`src/rtl/ofd_pkg.sv`:
```
package ofd_pkg;

   typedef enum logic [1:0] {
      LD_NORMAL = 2'd0,
      LD_GND    = 2'd1,
      LD_OPEN   = 2'd2,
      LD_SUPPLY = 2'd3
   } load_state_e;

   localparam int unsigned FAULT_KINDS = 3;

   function automatic load_state_e classify(input logic hi, input logic lo);
      load_state_e st;
      case ({hi, lo})
         2'b01:   st = LD_NORMAL;
         2'b00:   st = LD_GND;
         2'b10:   st = LD_OPEN;
         default: st = LD_SUPPLY;
      endcase
      return st;
   endfunction

endpackage

```
`src/rtl/ofd_sync.sv`:
```
module ofd_sync #(
   parameter int unsigned STAGES  = 2,
   parameter logic        RST_VAL = 1'b0
) (
   input  logic clk_i,
   input  logic rst_ni,
   input  logic d_i,
   output logic q_o
);
   if (STAGES < 2) begin : g_bad_stages
      initial $fatal(1, "ofd_sync: STAGES must be at least 2");
   end

   logic [STAGES-1:0] chain_q;

   for (genvar s = 0; s < STAGES; s++) begin : g_stage
      always_ff @(posedge clk_i or negedge rst_ni) begin
         if (!rst_ni) begin
            chain_q[s] <= RST_VAL;
         end else if (s == 0) begin
            chain_q[s] <= d_i;
         end else begin
            chain_q[s] <= chain_q[(s == 0) ? 0 : s-1];
         end
      end
   end

   assign q_o = chain_q[STAGES-1];
endmodule

```
`src/rtl/ofd_filter.sv`:
```
module ofd_filter
   import ofd_pkg::*;
#(
   parameter int unsigned CNT_W = 16
) (
   input  logic             clk_i,
   input  logic             rst_ni,
   input  load_state_e      state_i,
   input  logic             active_i,
   input  logic             rearm_i,
   input  logic [CNT_W-1:0] len_i,
   output logic             confirm_o
);
   localparam logic [CNT_W-1:0] CNT_MAX = {CNT_W{1'b1}};

   logic [CNT_W-1:0] cnt_q;
   load_state_e      seen_q;
   logic             holding;

   // the same fault type seen in the previous cycle, and nothing re-armed the window
   assign holding = active_i && !rearm_i && (state_i != LD_NORMAL) && (state_i == seen_q);
   assign confirm_o = holding && (cnt_q >= len_i);

   always_ff @(posedge clk_i or negedge rst_ni) begin
      if (!rst_ni) begin
         cnt_q  <= '0;
         seen_q <= LD_NORMAL;
      end else if (!active_i || rearm_i) begin
         cnt_q  <= '0;
         seen_q <= LD_NORMAL;
      end else if (holding) begin
         if (cnt_q != CNT_MAX) cnt_q <= cnt_q + 1'b1;
      end else begin
         cnt_q  <= '0;
         seen_q <= state_i;
      end
   end
endmodule

```
`src/rtl/ofd_latch.sv`:
```
module ofd_latch
   import ofd_pkg::*;
(
   input  logic                   clk_i,
   input  logic                   rst_ni,
   input  logic                   confirm_i,
   input  load_state_e            state_i,
   input  logic                   clr_i,
   output logic [FAULT_KINDS-1:0] bits_o
);
   logic [FAULT_KINDS-1:0] set_vec;

   always_comb begin
      set_vec = '0;
      case (state_i)
         LD_GND:    set_vec[0] = 1'b1;
         LD_OPEN:   set_vec[1] = 1'b1;
         LD_SUPPLY: set_vec[2] = 1'b1;
         default:   set_vec    = '0;
      endcase
   end

   always_ff @(posedge clk_i or negedge rst_ni) begin
      if (!rst_ni) begin
         bits_o <= '0;
      end else if (clr_i) begin
         bits_o <= '0;
      end else if (confirm_i && (bits_o == '0)) begin
         bits_o <= set_vec;
      end
   end
endmodule

```
`src/rtl/offload_fault_det.sv`:
```
module offload_fault_det
   import ofd_pkg::*;
#(
   parameter int unsigned CNT_W       = 16,
   parameter int unsigned SYNC_STAGES = 2
) (
   input  logic             clk_i,
   input  logic             rst_ni,
   input  logic             en_a_i,
   input  logic             en_b_i,
   input  logic             hi_cmp_i,
   input  logic             lo_cmp_i,
   input  logic             clr_i,
   input  logic [CNT_W-1:0] filt_len_i,
   output logic             flt_gnd_o,
   output logic             flt_open_o,
   output logic             flt_supply_o,
   output logic [1:0]       status_o
);
   if (CNT_W < 2 || CNT_W > 32) begin : g_bad_width
      initial $fatal(1, "offload_fault_det: CNT_W out of range 2..32");
   end

   logic        hi_s, lo_s;
   load_state_e state;
   logic [1:0]  en_q;
   logic        active, restart, rearm, confirm;
   logic [FAULT_KINDS-1:0] bits;

   ofd_sync #(.STAGES(SYNC_STAGES), .RST_VAL(1'b0)) u_sync_hi (
      .clk_i(clk_i), .rst_ni(rst_ni), .d_i(hi_cmp_i), .q_o(hi_s)
   );
   ofd_sync #(.STAGES(SYNC_STAGES), .RST_VAL(1'b1)) u_sync_lo (
      .clk_i(clk_i), .rst_ni(rst_ni), .d_i(lo_cmp_i), .q_o(lo_s)
   );

   assign state = classify(hi_s, lo_s);

   always_ff @(posedge clk_i or negedge rst_ni) begin
      if (!rst_ni) en_q <= 2'b00;
      else         en_q <= {en_a_i, en_b_i};
   end

   assign active  = en_a_i || en_b_i;
   assign restart = ((en_q == 2'b11) && ({en_a_i, en_b_i} != 2'b11)) ||
                    ((en_q == 2'b00) && ({en_a_i, en_b_i} != 2'b00));
   assign rearm   = restart || clr_i;

   ofd_filter #(.CNT_W(CNT_W)) u_filter (
      .clk_i(clk_i), .rst_ni(rst_ni), .state_i(state), .active_i(active),
      .rearm_i(rearm), .len_i(filt_len_i), .confirm_o(confirm)
   );

   ofd_latch u_latch (
      .clk_i(clk_i), .rst_ni(rst_ni), .confirm_i(confirm), .state_i(state),
      .clr_i(clr_i), .bits_o(bits)
   );

   assign flt_gnd_o    = bits[0];
   assign flt_open_o   = bits[1];
   assign flt_supply_o = bits[2];
   assign status_o     = state;
endmodule

```
`config.mk`:
```
export PLATFORM = sky130hd
export DESIGN_NAME = offload_fault_det
export DESIGN_NICKNAME = d
export VERILOG_FILES = /design/src/rtl/ofd_pkg.sv /design/src/rtl/ofd_sync.sv /design/src/rtl/ofd_filter.sv /design/src/rtl/ofd_latch.sv /design/src/rtl/offload_fault_det.sv
export SDC_FILE = /design/constraint.sdc
export NUM_CORES = 1
export LEC_CHECK = 0
export ABC_AREA = 0
export CAP_MARGIN = 20
export CORE_UTILIZATION = 53
export CTS_CLUSTER_SIZE = 12
export DETAILED_ROUTE_END_ITERATION = 10
export GPL_TIMING_DRIVEN = 0
export PLACE_DENSITY = 0.79
export SLEW_MARGIN = 20
export SYNTH_ARGS = -nofsm -noshare
export SYNTH_HDL_FRONTEND = slang
export SYNTH_HIERARCHICAL = 1
export SYNTH_SLANG_ARGS = --single-unit
```
`constraint.sdc`:
```
create_clock -name clk_i -period 3.25 [get_ports clk_i]
set_input_delay 0.8125 -clock clk_i [delete_from_list [all_inputs] [get_ports clk_i]]
set_output_delay 0.8125 -clock clk_i [all_outputs]
set_load 0.05 [all_outputs]
```
==> results_dict.tcl <==
set metrics [dict create \
    status "finished, final reports clean" \
    cts_tree "built" \
    place.gp.congestion 0.817 \
    grt_pass1_wl_um 5840 \
    hold_viol_final 0 \
    grtUsageTotal_pct 22.1 \
    cp_top_family "simple AND/OR/NAND/NOR gates" \
    io_pins 28 \
    cts-root-buf "clkbuf_4" \
    drt_iter0_markers 55 \
    worstPathArrival_ns 3.32 \
    cts_setup_buffers 0 \
    finalCritPeriodShare_pct 94.3 \
    synth.distinct_cells 51 \
    seqCellArea_um2 678 \
    hpwlAfterDp_um 2810 \
    start_kind "input pin" \
    vias 1453 \
    syn_area_per_cell_um2 9.82 \
    worst-setup-path-type "input pin to flip-flop" \
    syn_nets 218 \
    ir_drop_mv 0.291 \
    tightest_slew_ns 0.592 \
    nets 250 \
    portBuffers 27 \
    maxCapViolations 0 \
    antenna_left 0 \
    die_height_um 59.1 \
    grt_setup_unrepaired "no" \
    fin_skew_ns 0.0135 \
    fmax_mhz 326 \
    cp.required_ns 3.50 \
    cts_buffer_depth 2 \
    end_kind "flip-flop" \
    antenna_found_initial 0 \
    cts_hold_buf 0 \
    maxSlewViolCount 0 \
    insertion_delay_ns 0.33 \
    fin_hold_ws_ns 0.368 \
    fin_tns_setup_ns 0 \
    dr.pass1.iters 4 \
    grt_pass1_vias 1403 \
    setup_viol 0 \
    async_reset_ff_share_pct 100 \
    ys.flop_type "dfrtp_1" \
    postCtsResizedCells 0 \
    die_width_um 59.1 \
    numCtsBuffers 3 \
    core_um2 3080 \
    die_area_um2 3500 \
    grt_overflow 0 \
    syn_area_um2 1730 \
    cp_num_buf_inv 2 \
    hp-class "flip-flop to flip-flop" \
    power.leakage_nw 0.945 \
    num_rows 20 \
    avgViaCountPerCell 5.79 \
    crit_chain "clkdlybuf4s50_1 > inv_1 > ha_1 > and4_1 > nand2_1 > or4_1 > a31oi_1 > or4b_1 > o22ai_1" \
    drive_above_1_share_pct 9.18 \
    routed_wl_um 3550 \
    htreeDepth 1 \
    power_density_nw_per_um2 277 \
    synth_edf_count 0 \
    synth_cells 176 \
    ys_ff_latch 27 \
    cts.clk_slew.worst_paths_ns 0.14 \
    worstPathMaxFanout 3 \
    synth_warnings 6 \
    num_antenna_cells 0 \
    synthToLayoutAreaGrowth_pct 20.3 \
    cp_slowest_cell "or4_1" \
    min_period_ns 3.07 \
    start_util_pct 56.2 \
    final.fill_count 253 \
    multi_input_area_um2 965 \
    relSlewSlack_pct 60.6 \
    grt_start_max_net_pins 28 \
    drc 0 \
    slowest_delay_ns 0.58 \
    wire_per_inst_um 14.1 \
    cts_num_sinks 27 \
    ys_seq_area_share_pct 39.2 \
]
-- flip-flops by register name, summed over array words and instances (netlist names) --
name / count
u_sync_hi/q_o: 1
u_sync_lo/chain_q: 1
u_filter/seen_q: 2
en_q: 2
u_latch/bits_o: 3
u_sync_hi/chain_q: 1
u_sync_lo/q_o: 1
u_filter/cnt_q: 16
-- where the power goes --
group / internal [W] / leakage, nW / switching (W)
Combinational: 0.0000408 / 0.571 / 0.0000392
Sequential: 0.000342 / 0.360 / 0.00000275
Clock: 0.0000470 / 0.0139 / 0.000103
-- cells by family (layout without fill, tap and decap cells) --
kind of cell    after synthesis  in the layout  synth area share [%]
simple gates                 64             64                  24.5
compound gates               38             38                  14.9
flops                        27             27                  39.2
buf+inv                      23             54                  4.99
fa+ha+maj                    19             19                  13.7
xor+xnor                      3              3                  1.52
mux                           2              2                  1.16
-- area by class of cell --
| class | count | share of cell area (%) |
|---|---|---|
| multi-input cells | 126 | 46.4 |
| flip-flops and latches | 27 | 32.6 |
| repair buffers | 27 | 12.8 |
| inverters | 22 | 3.97 |
| well taps | 44 | 2.65 |
| clock buffers | 3 | 1.08 |
| clock inverters | 1 | 0.361 |
| plain buffers | 1 | 0.181 |
-- stage by stage --
stage	setup WS, ns	utilization [%]	power [W]	instances	area (um2)
2_1_floorplan	0.616	-	0.000387	176	1730
3_3_place_gp	-0.0984	66.7	0.000428	247	2050
3_5_place_dp	-0.157	66.6	0.000432	247	2050
4_1_cts	0.185	67.6	0.000577	251	2080
5_1_grt	0.143	67.6	0.000598	251	2080
6_report	0.184	67.6	0.000575	251	2080
-- worst paths after layout --
| check | from | to | slack, ns | cells past startpoint |
|---|---|---|---|---|
| worst max-delay path | filt_len_i[14] | u_latch/bits_o[0] | 0.18 | 9 |
| worst min-delay path | u_sync_lo/chain_q[0] | u_sync_lo/q_o | 0.37 | 0 |
| worst max register to register | u_sync_lo/q_o | u_latch/bits_o[0] | 0.44 | 9 |
| worst min register to register | u_sync_lo/chain_q[0] | u_sync_lo/q_o | 0.37 | 0 |
| max in group asynchronous | rst_ni | u_sync_hi/q_o | 2.39 | 1 |
| min in group asynchronous | rst_ni | u_filter/cnt_q[15] | 0.46 | 1 |
-- synthesized netlist by cell type, types with 3 or more instances --
cell type	number	area, um2
nand3_1	5	25.0
or4_1	3	22.5
a21oi_1	10	50.1
nand2b_1	3	18.8
o31ai_1	4	30.0
and2_1	3	18.8
nand2_1	8	30.0
o2111ai_1	3	26.3
nand4_2	3	37.5
ha_1	19	238
dfrtp_1	25	626
nor3_1	4	20.0
nor2_1	11	41.3
inv_1	22	82.6
o21ai_0	4	20.0
o22ai_1	3	18.8
nand3b_1	3	22.5
-- placed cells by master, fill, tap and decap left out, drive strengths merged, types with 3 or more instances in the layout --
cell type	n
dfrtp	25
or4	3
nor3	4
o2111ai	3
and2	4
nand2	9
o22ai	3
nand3b	3
clkdlybuf4s50	26
clkbuf	4
a21oi	10
inv	22
nand2b	3
and4	4
ha	19
o21ai	4
nand4	3
nand3	6
nor2	12
or3	3
o31ai	4
-- per-layer routing --
layer  track usage [%]  share of wire (%)
met3              2.18                2.3
met5                 0                  0
met1              25.7                 44
met2              42.4                 53
met4              6.46                1.1
Power figures use the tool's default switching activity.
